===== config.mk =====
export PLATFORM = sky130hd
export DESIGN_NAME = secded_codec
export DESIGN_NICKNAME = d
export VERILOG_FILES = /design/src/rtl/secded_pkg.sv /design/src/rtl/secded_syndrome.sv /design/src/rtl/secded_encoder.sv /design/src/rtl/secded_decoder.sv /design/src/rtl/secded_codec.sv
export SDC_FILE = /design/constraint.sdc
export NUM_CORES = 1
export LEC_CHECK = 0
export ABC_AREA = 1
export CAP_MARGIN = 20
export CORE_MARGIN = 5
export CORE_UTILIZATION = 45
export DETAILED_ROUTE_END_ITERATION = 12
export DONT_BUFFER_PORTS = 1
export GPL_ROUTABILITY_DRIVEN = 0
export PLACE_DENSITY = 0.63
export SYNTH_ARGS = -nofsm -noshare
export SYNTH_HDL_FRONTEND = slang
export SYNTH_SLANG_ARGS = --single-unit

===== constraint.sdc =====
create_clock -name clk -period 0.8 [get_ports clk]
set_input_delay 0 -clock clk [delete_from_list [all_inputs] [get_ports clk]]
set_output_delay 0 -clock clk [all_outputs]
set_load 0.01 [all_outputs]

===== src/rtl/secded_pkg.sv =====
package secded_pkg;

    // Number of position-indexed check bits; the codeword covers positions 0..2^SYN_W-1.
    localparam int SYN_W  = 3;
    localparam int CW_W   = 1 << SYN_W;
    localparam int DATA_W = CW_W - 1 - SYN_W;

    typedef logic [SYN_W-1:0]  syn_t;
    typedef logic [CW_W-1:0]   cw_t;
    typedef logic [DATA_W-1:0] data_t;

    // Codeword position that carries data bit idx.
    function automatic int data_pos(input int idx);
        case (idx)
            0:       return 3;
            1:       return 7;
            2:       return 5;
            3:       return 6;
            default: return 0;
        endcase
    endfunction

    // Mask of positions covered by check row j (positions whose index has bit j set).
    function automatic cw_t row_mask(input int j);
        cw_t m;
        m = '0;
        for (int p = 1; p < CW_W; p++) begin
            m[p] = ((p >> j) & 1) != 0;
        end
        return m;
    endfunction

    // Place data bits at their positions, zeros elsewhere.
    function automatic cw_t place_data(input data_t d);
        cw_t w;
        w = '0;
        for (int i = 0; i < DATA_W; i++) begin
            w[data_pos(i)] = d[i];
        end
        return w;
    endfunction

    // Extract data bits from their positions.
    function automatic data_t pick_data(input cw_t w);
        data_t d;
        for (int i = 0; i < DATA_W; i++) begin
            d[i] = w[data_pos(i)];
        end
        return d;
    endfunction

endpackage


===== src/rtl/secded_syndrome.sv =====
module secded_syndrome
    import secded_pkg::*;
(
    input  cw_t  cw_i,
    output syn_t syn_o,
    output logic overall_o
);

    // One XOR tree per check row; the row masks give the position weighting.
    for (genvar j = 0; j < SYN_W; j++) begin : g_row
        localparam cw_t MASK = row_mask(j);
        assign syn_o[j] = ^(cw_i & MASK);
    end

    // All-ones row: parity over the whole word.
    assign overall_o = ^cw_i;

endmodule


===== src/rtl/secded_encoder.sv =====
module secded_encoder
    import secded_pkg::*;
(
    input  logic  clk,
    input  logic  rst_n,
    input  data_t data_i,
    output cw_t   cw_o
);

    typedef struct packed {
        cw_t cw;
    } enc_state_t;

    enc_state_t st_d, st_q;
    cw_t        placed;
    syn_t       checks;

    assign placed = place_data(data_i);

    // Each check bit sits at position 2^j and covers its row of the placed data.
    for (genvar j = 0; j < SYN_W; j++) begin : g_chk
        localparam cw_t MASK = row_mask(j);
        assign checks[j] = ^(placed & MASK);
    end

    always_comb begin
        st_d.cw = placed;
        for (int j = 0; j < SYN_W; j++) begin
            st_d.cw[1 << j] = checks[j];
        end
        st_d.cw[0] = ^st_d.cw[CW_W-1:1];
    end

    always_ff @(posedge clk or negedge rst_n) begin
        if (!rst_n) begin
            st_q <= '0;
        end else begin
            st_q <= st_d;
        end
    end

    assign cw_o = st_q.cw;

    // Checks: armed once an edge has passed out of reset.
    logic armed_q;
    always_ff @(posedge clk or negedge rst_n) begin
        if (!rst_n) begin
            armed_q <= 1'b0;
        end else begin
            armed_q <= 1'b1;
        end
    end

    a_r1_data_placed: assert property (@(posedge clk) disable iff (!rst_n)
        armed_q |-> (pick_data(cw_o) == $past(data_i)));

    a_r2_even_weight: assert property (@(posedge clk) disable iff (!rst_n)
        (^cw_o) == 1'b0);

endmodule


===== src/rtl/secded_decoder.sv =====
module secded_decoder
    import secded_pkg::*;
(
    input  logic  clk,
    input  logic  rst_n,
    input  cw_t   cw_i,
    output data_t data_o,
    output logic  single_o,
    output logic  double_o
);

    typedef struct packed {
        data_t data;
        logic  single;
        logic  double;
    } dec_state_t;

    dec_state_t st_d, st_q;
    syn_t       syn;
    logic       overall;
    cw_t        flip;

    secded_syndrome u_syn (
        .cw_i      (cw_i),
        .syn_o     (syn),
        .overall_o (overall)
    );

    // Position decoder: syndrome value names the bit to invert; position 0 needs no data fix.
    assign flip[0] = 1'b0;
    for (genvar p = 1; p < CW_W; p++) begin : g_flip
        assign flip[p] = overall && (syn == syn_t'(p));
    end

    always_comb begin
        st_d.data   = pick_data(cw_i ^ flip);
        st_d.single = overall;
        st_d.double = !overall && (syn != '0);
    end

    always_ff @(posedge clk or negedge rst_n) begin
        if (!rst_n) begin
            st_q <= '0;
        end else begin
            st_q <= st_d;
        end
    end

    assign data_o   = st_q.data;
    assign single_o = st_q.single;
    assign double_o = st_q.double;

    logic armed_q;
    always_ff @(posedge clk or negedge rst_n) begin
        if (!rst_n) begin
            armed_q <= 1'b0;
        end else begin
            armed_q <= 1'b1;
        end
    end

    a_r9_flags_exclusive: assert property (@(posedge clk) disable iff (!rst_n)
        $onehot0({single_o, double_o}));

    a_r5_single_odd: assert property (@(posedge clk) disable iff (!rst_n)
        (armed_q && single_o) |-> (^$past(cw_i)) == 1'b1);

    a_r7_double_raw: assert property (@(posedge clk) disable iff (!rst_n)
        (armed_q && double_o) |-> (data_o == pick_data($past(cw_i))));

    a_r8_clean_raw: assert property (@(posedge clk) disable iff (!rst_n)
        (armed_q && !single_o && !double_o) |->
            ((data_o == pick_data($past(cw_i))) && ((^$past(cw_i)) == 1'b0)));

endmodule


===== src/rtl/secded_codec.sv =====
module secded_codec
    import secded_pkg::*;
(
    input  logic                 clk,
    input  logic                 rst_n,
    input  logic [DATA_W-1:0]    enc_data_i,
    output logic [CW_W-1:0]      enc_cw_o,
    input  logic [CW_W-1:0]      dec_cw_i,
    output logic [DATA_W-1:0]    dec_data_o,
    output logic                 dec_single_o,
    output logic                 dec_double_o
);

    secded_encoder u_enc (
        .clk    (clk),
        .rst_n  (rst_n),
        .data_i (enc_data_i),
        .cw_o   (enc_cw_o)
    );

    secded_decoder u_dec (
        .clk      (clk),
        .rst_n    (rst_n),
        .cw_i     (dec_cw_i),
        .data_o   (dec_data_o),
        .single_o (dec_single_o),
        .double_o (dec_double_o)
    );

endmodule


# [Word-level counts from Yosys, hierarchy flattened]
# Cells that the tools add are included.
[word_totals] ff_bits=14 input_bits=14 out_inout_bits=14 wordCells=30
[classes] eq_ne=7 bitwise=1 reduce_logical=18
[op_table] operator="8-bit parity" count=7
[op_table] operator="3-bit == test, second input constant" count=4
[op_table] operator="1-bit logical AND" count=8
[op_table] operator="8-bit bitwise XOR" count=1
[op_table] operator="7-bit parity" count=1
[op_table] operator="3-bit by 2-bit == test with 1-bit output, second input constant" count=2
[op_table] operator="3-bit by 1-bit == test with 1-bit output, second input constant" count=1
[op_table] operator="3-bit nonzero test" count=1
[op_table] operator="1-bit zero test" count=1

# [Logic depth before layout (Yosys ltp)]
[logic_depth] word_depth=4 depth_mapped=9

# [Modules after synthesis]
# From an unflattened synthesis, not the netlist that was laid out.
[unflattened] hier_cells=112 hier_area_um2=780.7
[by_module_without_submodules] mod="secded_encoder" instances=1 cells_per_inst=25 area_each_um2=286.5 seq_area_each_um2=200.2
[by_module_without_submodules] mod="secded_decoder" instances=1 cells_per_inst=36 area_each_um2=272.8 seq_area_each_um2=150.1
[by_module_without_submodules] mod="secded_syndrome" instances=1 cells_per_inst=51 area_each_um2=221.5 seq_area_each_um2=0.0

# [Worst setup path before layout]
# No wires, ideal clock.
[synth_timing] kind="input port to flip-flop" startpoint="in dec_cw_i[2]" endpoint="reg u_dec.st_q (netlist bit u_dec.data_o[2])" setup_ps=116 t_arrival_ps=580 required_ps=684 setup_slack_ps=104 cell_stages=9 path_buffers=0 cell_sequence="inv_1 nand2_1 nand2_4 nand2_4 nand2_4 nor2_8 nand2_1 nand2_1 nand2_1"
[synth_lines] element="start: declaration" line="secded_codec.sv:8" source="input logic [CW_W-1:0] dec_cw_i,"
[synth_lines] element="end signal: assignment" line="secded_decoder.sv:45" source="st_q <= st_d;"
[synth_lines] element="end: declaration" line="secded_decoder.sv:18" source="dec_state_t st_d, st_q;"

==> results.toml <==
[timing]
drv_slew = 0
final-hold-violation-count = 5
layout_setup_ws_ps = 39.3
max_freq_ghz = 1.31
worst_pin_slew_ps = 581
rsz0062_at_grt = "false"
slew_headroom_pct = 61.1
period_share_pct = 95.1
fin_crit_ps = 761
fin_hold_ws_ps = -151
tns_ps = 0
setup_viol = 0

[drt]
dr_total_vias = 674
drt_iter0_markers = 8
wl_per_cell_um = 10.5
dr.pass1.iters = 4
drc = 0
ant_nets = 0
drt-vias-per-instance = 4.49
routed_wl_mm = 1.57

[clock_tree]
cts_tree = "done"
cts_max_path_buffers = 2
path_clk_slew_ps = 70
ctsHoldBuffers = 6
htreeDepth = 1
cts_made_buffers = 3
cts_sinks = 14
root_buffer = "clkbuf_4"

[grt]
grt_use_met2_pct = 21.6
grtUsageMet3_pct = 3.05
grtUsageTotal_pct = 11.8
antenna_found_initial = 0
busiest_layer = "met2"
grt_first_pass_wirelength_mm = 2.53
grt_start_max_net_pins = 15
use_met1_pct = 12.8
grt.overflow.total = 0
grt_pass1_vias = 615

[finish]
layout_common_cells = "nand2_1 (54), nand2_2 (16), dfrtp_1 (14)"
diodes = 0
seq_area_um2 = 350
fin_area_um2 = 1000
area_growth_pct = 15.1
multi_input_area_um2 = 505
finish.net_count = 139
mostFrequentLayoutCell = "nand2_1"
fillers = 185
drive_gt1_share_pct = 28.5

[floorplan]
dieArea_um2 = 2910
io_pins = 28
core_area_um2 = 1900
start_util_pct = 45.8
fp-row-count = 16
die_y_um = 54.0
die_w_um = 54.0

[setup_path]
critical_path_class = "input port to register"
path_cells = "dlygate4sd3_1 -> xnor2_2 -> xor2_1"
crit_required_ps = 940
cpMaxStageDelayCell = "dlygate4sd3_1"
crit_start = "enc_data_i[3]"
worst-path-buf-inv = 1
critPathLaunchType = "input port"
crit_family = "buffers and inverters"
cp.arrival_ps = 900
slowest_delay_ps = 580
endpoint_kind = "register"
critPathMaxFanout = 2

[power_and_ir_drop]
power_density_nw_per_um2 = 1660
peakVddDrop_mv = 0.731
p_leak_nw = 0.527
power_w = 0.00167

[placement]
port_buffers = 0
post_dp_cell_area_um2 = 905
dpl_worst_slack_ps = 4.34
hpwl_mm = 1.34

[yosys]
syn-num-nets = 128
netlist_instances = 114
synthAdderAreaFrac_pct = 0
synth_compound_area_share_pct = 0.575
ys.warnings.count = 0
synth-simple-area-share_pct = 49.7
synth-seq-cells = 14
synth_area_per_cell_um2 = 7.64
synth.distinct_cells = 14
synthMuxAreaShare_pct = 0
synth_xor_area_share_pct = 6.03
netlist_area_um2 = 871
synth_top_family_by_area = "simple AND/OR/NAND/NOR gates"
yosysSeqAreaShare_pct = 40.2

[status]
failed_checks = "hold timing"
outcome = "complete, but fails checks"

[min_path]
hp-start = "dec_cw_i[6]"
hold_path_class = "input port to register"

[run]
max_cap_viol_count = 0
[final cells by class]
type | count | area share [%]
Multi-Input combinational cell | 92 | 50.4
Sequential cell | 14 | 35.0
Timing Repair Buffer | 6 | 5.99
Tap cell | 27 | 3.37
Inverter | 8 | 3.00
Clock buffer | 3 | 2.25
[final timing paths]
path                                        endpoint  slack [ps]  cells after the start
max                          u_enc.cw_o[0]$_DFF_PN0_          40                      3
min in group asynchronous    u_enc.cw_o[4]$_DFF_PN0_         180                      1
min                        u_dec.data_o[3]$_DFF_PN0_        -150                      2
max in group asynchronous    u_enc.cw_o[0]$_DFF_PN0_         240                      1
[layer usage]
layer	share of wire, %	up-vias
met2	52	22
met1	39	291
li1	-	359
met5	0	-
met3	7.9	2
met4	0.64	0
[kinds of logic (layout without fill, tap and decap cells)]
| group | Yosys count | in the layout |
|---|---|---|
| AOI/OAI and AO/OA | 1 | 1 |
| DFF | 14 | 14 |
| xor gates and xnor gates | 6 | 6 |
| buffers and inverters | 8 | 17 |
| and+or+nand+nor | 85 | 85 |
[per-stage QoR]
| stage | cells | util [%] |
|---|---|---|
| after global routing | 150 | 52.7 |
| after global placement | 141 | 47.6 |
| after CTS | 150 | 51.9 |
| after floorplan | 114 | - |
| after detailed placement | 141 | 47.6 |
| final | 150 | 52.7 |
[registers in the layout (all words and copies together) (netlist names)]
register / count
u_dec.double_o: 1
u_dec.data_o: 4
u_dec.single_o: 1
u_enc.cw_o: 8
[synth_stat cells]
cell,number,area (um2)
nand2_1,54,203
nand2_2,16,100
dfrtp_1,14,350
nand2_4,5,56.3
inv_1,4,15.0
inv_2,4,15.0
nand3_1,4,20.0
nor2_2,3,18.8
xnor2_1,3,26.3
xor2_1,3,26.3
a21oi_1,1,5.00
nor2_1,1,3.75
nor2_4,1,11.3
nor2_8,1,20.0
[power by group]
group | total [W] | leakage [nW] | switching (W) | internal, W
logic | 0.000440 | 0.349 | 0.000263 | 0.000176
clock network | 0.000348 | 0.0138 | 0.000175 | 0.000173
registers | 0.000879 | 0.164 | 0.0000814 | 0.000798
[repair_timing]
action	4_1_cts	5_1_grt
setup endpoints to repair	0	2
endpoints found under the hold margin	26	4
buffers inserted	0	0
resized for setup	0	2
Note: power is estimated with default switching activity, not from simulation.
